<file path="src/rtl/dlc_pkg.sv">
package dlc_pkg;

   // How the capture latch stores the sampled write bits.
   typedef enum logic {
      POL_TRUE     = 1'b0,
      POL_INVERTED = 1'b1
   } latch_pol_e;

   localparam int unsigned DLC_DEF_CNT_W  = 4;
   localparam int unsigned DLC_DEF_RELOAD = 6;
   localparam int unsigned DLC_DEF_NBITS  = 2;

endpackage

</file>
<file path="src/rtl/dlc_word_counter.sv">
module dlc_word_counter #(
   parameter int unsigned CNT_W  = dlc_pkg::DLC_DEF_CNT_W,
   parameter int unsigned RELOAD = dlc_pkg::DLC_DEF_RELOAD
) (
   input  logic clk,
   input  logic rst_n,
   input  logic half_en,
   input  logic addr_eq,
   output logic samp_step
);

   localparam logic [CNT_W-1:0] TOP_V    = '1;
   localparam logic [CNT_W-1:0] RELOAD_V = CNT_W'(RELOAD);

   if (CNT_W < 2) begin : g_bad_width
      $error("dlc_word_counter: CNT_W must be at least 2");
   end
   if (RELOAD >= (2**CNT_W) - 1) begin : g_bad_reload
      $error("dlc_word_counter: RELOAD must be below the full count");
   end

   logic [CNT_W-1:0] cnt_q;
   logic             step;

   assign step      = half_en & addr_eq;
   assign samp_step = step & (cnt_q == TOP_V);

   always_ff @(posedge clk or negedge rst_n) begin
      if (!rst_n) begin
         cnt_q <= RELOAD_V;
      end else if (step) begin
         if (cnt_q == TOP_V) cnt_q <= RELOAD_V;
         else                cnt_q <= cnt_q + 1'b1;
      end
   end

   AST_CNT_IN_WINDOW: assert property (@(posedge clk) disable iff (!rst_n)
      cnt_q >= RELOAD_V);
   AST_CNT_HOLD: assert property (@(posedge clk) disable iff (!rst_n)
      !(half_en && addr_eq) |=> $stable(cnt_q));
   AST_CNT_WRAP: assert property (@(posedge clk) disable iff (!rst_n)
      (half_en && addr_eq && cnt_q == TOP_V) |=> cnt_q == RELOAD_V);

endmodule

</file>
<file path="src/rtl/dlc_capture_latch.sv">
module dlc_capture_latch
   import dlc_pkg::*;
#(
   parameter int unsigned NBITS = DLC_DEF_NBITS,
   parameter latch_pol_e  POL   = POL_INVERTED
) (
   input  logic             clk,
   input  logic             rst_n,
   input  logic             cap,
   input  logic [NBITS-1:0] wr_bits,
   output logic [NBITS-1:0] lat_q,
   output logic             armed_q
);

   if (NBITS < 1) begin : g_bad_nbits
      $error("dlc_capture_latch: NBITS must be at least 1");
   end

   logic [NBITS-1:0] lat_d;

   for (genvar i = 0; i < NBITS; i++) begin : g_bit
      if (POL == POL_INVERTED) begin : g_inv
         assign lat_d[i] = ~wr_bits[i];
      end else begin : g_true
         assign lat_d[i] = wr_bits[i];
      end
   end

   always_ff @(posedge clk or negedge rst_n) begin
      if (!rst_n) begin
         lat_q   <= '0;
         armed_q <= 1'b0;
      end else if (cap) begin
         lat_q   <= lat_d;
         armed_q <= 1'b1;
      end
   end

   AST_LAT_HOLD: assert property (@(posedge clk) disable iff (!rst_n)
      !cap |=> $stable(lat_q));
   AST_LAT_LOAD: assert property (@(posedge clk) disable iff (!rst_n)
      cap |=> ((POL == POL_INVERTED) ? (lat_q == ~$past(wr_bits))
                                     : (lat_q == $past(wr_bits))));

endmodule

</file>
<file path="src/rtl/dlc_loop_compare.sv">
module dlc_loop_compare
   import dlc_pkg::*;
#(
   parameter int unsigned NBITS = DLC_DEF_NBITS,
   parameter latch_pol_e  POL   = POL_INVERTED
) (
   input  logic [NBITS-1:0] lat_q,
   input  logic [NBITS-1:0] rd_bits,
   output logic [NBITS-1:0] bad_bits
);

   for (genvar i = 0; i < NBITS; i++) begin : g_bit
      logic xr;
      assign xr = lat_q[i] ^ rd_bits[i];
      if (POL == POL_INVERTED) begin : g_rev
         // Healthy: stored complement differs from returned bit.
         assign bad_bits[i] = ~xr;
      end else begin : g_dir
         assign bad_bits[i] = xr;
      end
   end

endmodule

</file>
<file path="src/rtl/dlc_selftest.sv">
module dlc_selftest
   import dlc_pkg::*;
#(
   parameter int unsigned CNT_W  = DLC_DEF_CNT_W,
   parameter int unsigned RELOAD = DLC_DEF_RELOAD,
   parameter latch_pol_e  POL    = POL_INVERTED
) (
   input  logic       clk,
   input  logic       rst_n,
   input  logic       half_en,
   input  logic       addr_eq,
   input  logic       wr_cycle,
   input  logic [1:0] wr_bits,
   input  logic [1:0] rd_bits,
   input  logic       cmp_valid,
   input  logic       err_clr,
   output logic       err_flag
);

   localparam int unsigned NBITS = 2;

   logic             samp_step;
   logic             cap;
   logic [NBITS-1:0] lat_q;
   logic             armed_q;
   logic [NBITS-1:0] bad_bits;
   logic             fail;
   logic             err_q;

   dlc_word_counter #(.CNT_W(CNT_W), .RELOAD(RELOAD)) u_cnt (
      .clk      (clk),
      .rst_n    (rst_n),
      .half_en  (half_en),
      .addr_eq  (addr_eq),
      .samp_step(samp_step)
   );

   assign cap = samp_step & wr_cycle;

   dlc_capture_latch #(.NBITS(NBITS), .POL(POL)) u_lat (
      .clk    (clk),
      .rst_n  (rst_n),
      .cap    (cap),
      .wr_bits(wr_bits),
      .lat_q  (lat_q),
      .armed_q(armed_q)
   );

   dlc_loop_compare #(.NBITS(NBITS), .POL(POL)) u_cmp (
      .lat_q   (lat_q),
      .rd_bits (rd_bits),
      .bad_bits(bad_bits)
   );

   assign fail = cmp_valid & armed_q & (|bad_bits);

   always_ff @(posedge clk or negedge rst_n) begin
      if (!rst_n)       err_q <= 1'b0;
      else if (err_clr) err_q <= 1'b0;
      else if (fail)    err_q <= 1'b1;
   end

   assign err_flag = err_q;

   AST_ERR_STICKY: assert property (@(posedge clk) disable iff (!rst_n)
      (err_flag && !err_clr) |=> err_flag);
   AST_ERR_CLEAR: assert property (@(posedge clk) disable iff (!rst_n)
      err_clr |=> !err_flag);
   AST_NO_SET_IDLE: assert property (@(posedge clk) disable iff (!rst_n)
      (!err_flag && !cmp_valid) |=> !err_flag);
   AST_NO_SET_UNARMED: assert property (@(posedge clk) disable iff (!rst_n)
      (!err_flag && !armed_q) |=> !err_flag);
   AST_SET_ON_FAIL: assert property (@(posedge clk) disable iff (!rst_n)
      (cmp_valid && armed_q && !err_clr && bad_bits != '0) |=> err_flag);

endmodule

</file>
<file path="config.mk">
export PLATFORM = sky130hd
export DESIGN_NAME = dlc_selftest
export DESIGN_NICKNAME = d
export VERILOG_FILES = /design/src/rtl/dlc_pkg.sv /design/src/rtl/dlc_word_counter.sv /design/src/rtl/dlc_capture_latch.sv /design/src/rtl/dlc_loop_compare.sv /design/src/rtl/dlc_selftest.sv
export SDC_FILE = /design/constraint.sdc
export NUM_CORES = 1
export LEC_CHECK = 0
export ABC_AREA = 0
export BUFFER_PORTS_ARGS = -buffer_cell sky130_fd_sc_hd__buf_4
export CORE_MARGIN = 5
export CORE_UTILIZATION = 24
export CTS_CLUSTER_SIZE = 20
export DETAILED_ROUTE_END_ITERATION = 6
export SLEW_MARGIN = 20
export SYNTH_ARGS = -nofsm -noshare
export SYNTH_HDL_FRONTEND = slang
export SYNTH_SLANG_ARGS = --single-unit
</file>
<file path="constraint.sdc">
create_clock -name clk -period 2 [get_ports clk]
set_clock_uncertainty 0.05 [all_clocks]
set_input_delay 0.1 -clock clk [delete_from_list [all_inputs] [get_ports clk]]
set_output_delay 0.1 -clock clk [all_outputs]
set_load 0.01 [all_outputs]
</file>
==> metrics.md <==
| Metric | Value |
|---|---|
| Core ar. | 1510 um2 |
| Final setup viols | 0 |
| Slowest cell on crit path | dfstp_2 |
| F_max | 0.676 GHz |
| Final Non-Filler Cells | 70 |
| Initial Utilization | 25.2% |
| Sw frac | 29.1% |
| Post-DRT Antenna Nets | 0 |
| GPL Wtd Cong | 0.801 |
| First-pass GRT wire length | 1.28 mm |
| Mapped Cells | 36 |
| Delay of the slowest critical-path stage | 0.55 ns |
| MaxCap Viol Count | 0 |
| Worst EP required | 2.12 ns |
| Port Buffers | 11 |
| Routed length per instance | 10.4 um |
| Simple-gate share of the synthesized area | 18.5% |
| Final Max Slew Viols | 0 |
| Actual slew at the worst max-slew pin | 0.152 ns |
| Power per Cell Area | 941 nW/um2 |
| Initial antenna violation count | 0 |
| XOR/XNOR Fraction of Synth Area | 4.62% |
| # H-tree levels | 1 |
| IO Count | 12 |
| Slew HR | 89.7% |
| Initial DRC Count | 1 |
| Detailed-route vias per instance | about 4.5 |
| Global-route usage over all layers | 6.75% |
| Compound-Gate Fraction of Synth Area | 11.9% |
| Mapped Area | about 380 um2 |
| Post-Synth Adder-Cell Area | under 10% |
| Crit Path Class | reg2reg |
| TNS Setup | 0 ns |
| Antenna Cells | 0 |
| Post-synthesis register bit count | 8 |
| Seq/Total Area, Yosys | 53.5% |
| Post-placement cell count | 63 |
| Static leakage | approximately 0.00025 uW |
| Hold Violations, Final | 0 |
| Type of origin of the critical path | register |
| Die height | 49.7 um |
| Outcome | complete, no violations |
| Via count | 316 |
| Layout Nets | 68 |
| Total iterations of the first detailed-routing run | 3 |
| DIE AREA | 2470 um2 |
| Ys Warns | 0 |
| Critical Path AT | about 1.6 ns |
| Switching power | 149 uW |
| TritonCTS Sinks | 8 |
| Synthesized Nets | 48 |
| DPL Wire Length | 570 um |
| Share of post-route cells with drive strength above 1 | 33.3% |
| Die W | 49.7 um |
| Vias in the first global route | a little under 300 |
| Sequential power share | 52.0% |
| CP Capture Type | register |
| Root buffer cell | clkbuf_4 |
| Post-route minimum period | about 1.5 ns |
| Main combinational cell family by area after synthesis | simple AND/OR/NAND/NOR gates |
| Maximum VDD drop | between 200 and 300 uV |
| Crit Path Max Fanout | 4 |
| P_int | 363 uW |
| CTS tree | done |
| Critical path buffers and inverters | 0 |
| Largest net degree at the start of global routing | 9 |
| Comb pwr share | 24.1% |
| CTS Buf Count | 3 |
| Worst-path clk slew | 0.06 ns |
| Syn_area_per_cell | 10.5 um2 |
| Overflow after GRT | 0 |
| CTS resizes | 0 |
| Clk network pwr share | 24.0% |
| # rows | 14 |
| Residual DRC | 0 |
| Critical-path cell list | ha_1 > and3_4 > and4_4 > mux2i_1 |
| Total wire length | 729 um |
| Worst-case clock buffer depth | 2 |
| Unique cell type count in the Yosys netlist | 18 |
| Worst skew pair latency | 0.25 ns |
| Worst hold-check path type | in2reg |
| Synth-to-layout area growth | 43.6% |
| Cell family with most CP delay | flip-flops |
| Multiplexer area fraction after synthesis | under 10% |
| RSZ-0062 raised after global routing | false |
| Fin crit share | 73.9% |
-- per-stage QoR --
step | setup slack, ns | instance area [um2] | hold slack (ns) | utilization (%) | total power, uW
after floorplan | 0.595 | 379 | -0.246 | - | 339
after global placement | 0.540 | 482 | -0.129 | 32.0 | 388
after detailed placement | 0.530 | 482 | -0.128 | 32.0 | 386
after CTS | 0.514 | 544 | 0.0721 | 36.1 | 518
after global routing | 0.469 | 544 | 0.0749 | 36.1 | 557
final | 0.522 | 544 | 0.0703 | 36.1 | 512
-- registers in the layout (all words and copies together) (netlist names) --
register	count
err_flag	1
u_cnt.cnt_q	4
u_lat.armed_q	1
u_lat.lat_q	2
-- routing by layer --
metal | vias to the layer above | part of all wire, % | global-route usage, %
met2 | 8 | 48 | 9.75
met5 | - | 0 | 0
met3 | 0 | 9.3 | 5.12
met1 | 146 | 42 | 7.95
met4 | 0 | 0 | 1.31
li1 | 162 | - | -
-- Yosys cell counts --
cell type | count | area share [%]
dfrtp_1 | 6 | 40
mux2i_1 | 2 | 5.3
a21oi_1 | 2 | 2.6
dfstp_2 | 2 | 14
nand2_1 | 3 | 3.0
xnor2_1 | 2 | 4.6
a21o_1 | 1 | 2.0
nor2_1 | 1 | 0.99
and4_4 | 1 | 3.0
o211ai_1 | 1 | 2.0
inv_1 | 3 | 3.0
ha_1 | 1 | 3.3
nor2b_1 | 1 | 1.7
nor3_1 | 1 | 1.3
o21ai_0 | 4 | 5.3
and3_4 | 1 | 3.0
nand3_1 | 3 | 4.0
or2_1 | 1 | 1.7
-- area by class of cell --
cell class	count	area (um2)
tap	16	20.0
sequential	8	203
fill	153	962
multi-input combinational	25	165
timing repair buffer	15	123
inverter	3	11.3
clock buffer	3	22.5
-- worst min-delay path: cells and delay by family --
kind | cells | cell delay [ns]
AO/OA/AOI/OAI | 2 | 0.14
buffers and inverters | 1 | 0.10
-- cells in the final DEF, fill, tap and decap left out --
master and n:
nand2_1 3, a21oi_1 2, inv_1 3, mux2i_1 2
o21ai_0 4, o211ai_1 1, xnor2_1 2, nor3_1 1
a21o_1 1, nor2_1 1, clkbuf_4 3, and4_4 1
dfrtp_1 6, nand3_1 3, buf_4 11, nor2b_1 1
dlygate4sd3_1 4, ha_1 1, dfstp_2 2, and3_4 1
or2_1 1
-- path summary, 6_finish.rpt --
path | depth (start not counted) | to | from | slack [ns]
min in group asynchronous | 2 | u_cnt.cnt_q[3] | rst_n | 0.15
setup / recovery | 4 | u_lat.lat_q[1] | u_cnt.cnt_q[1] | 0.52
hold reg to reg | 1 | u_lat.armed_q | u_lat.armed_q | 0.41
hold / removal | 3 | err_flag | cmp_valid | 0.07
max in group asynchronous | 2 | u_cnt.cnt_q[1] | rst_n | 1.54
setup reg to reg | 4 | u_lat.lat_q[1] | u_cnt.cnt_q[1] | 0.52
-- cell families (layout without fill, tap and decap cells) --
logic type | Yosys count | in the layout
AO/OA/AOI/OAI | 8 | 8
XOR/XNOR | 2 | 2
adder cells (fa/ha/maj) | 1 | 1
buffers and inverters | 3 | 21
flip-flops | 8 | 8
multiplexers | 2 | 2
AND/OR/NAND/NOR | 12 | 12
-- power by group through the flow --
stage | Combinational [uW] | Clock (uW) | Sequential, uW
after floorplan | 80.6 | 0 | 259
after global placement | 120 | 0 | 269
after detailed placement | 120 | 0 | 266
after CTS | 125 | 127 | 265
after global routing | 146 | 139 | 272
final | 123 | 123 | 266
-- timing repair --
item                                   in CTS  in global routing
buffers inserted                            0                  0
endpoints found under the hold margin      11                  0
hold buffers                                4                  0
Power figures use the tool's default switching activity.
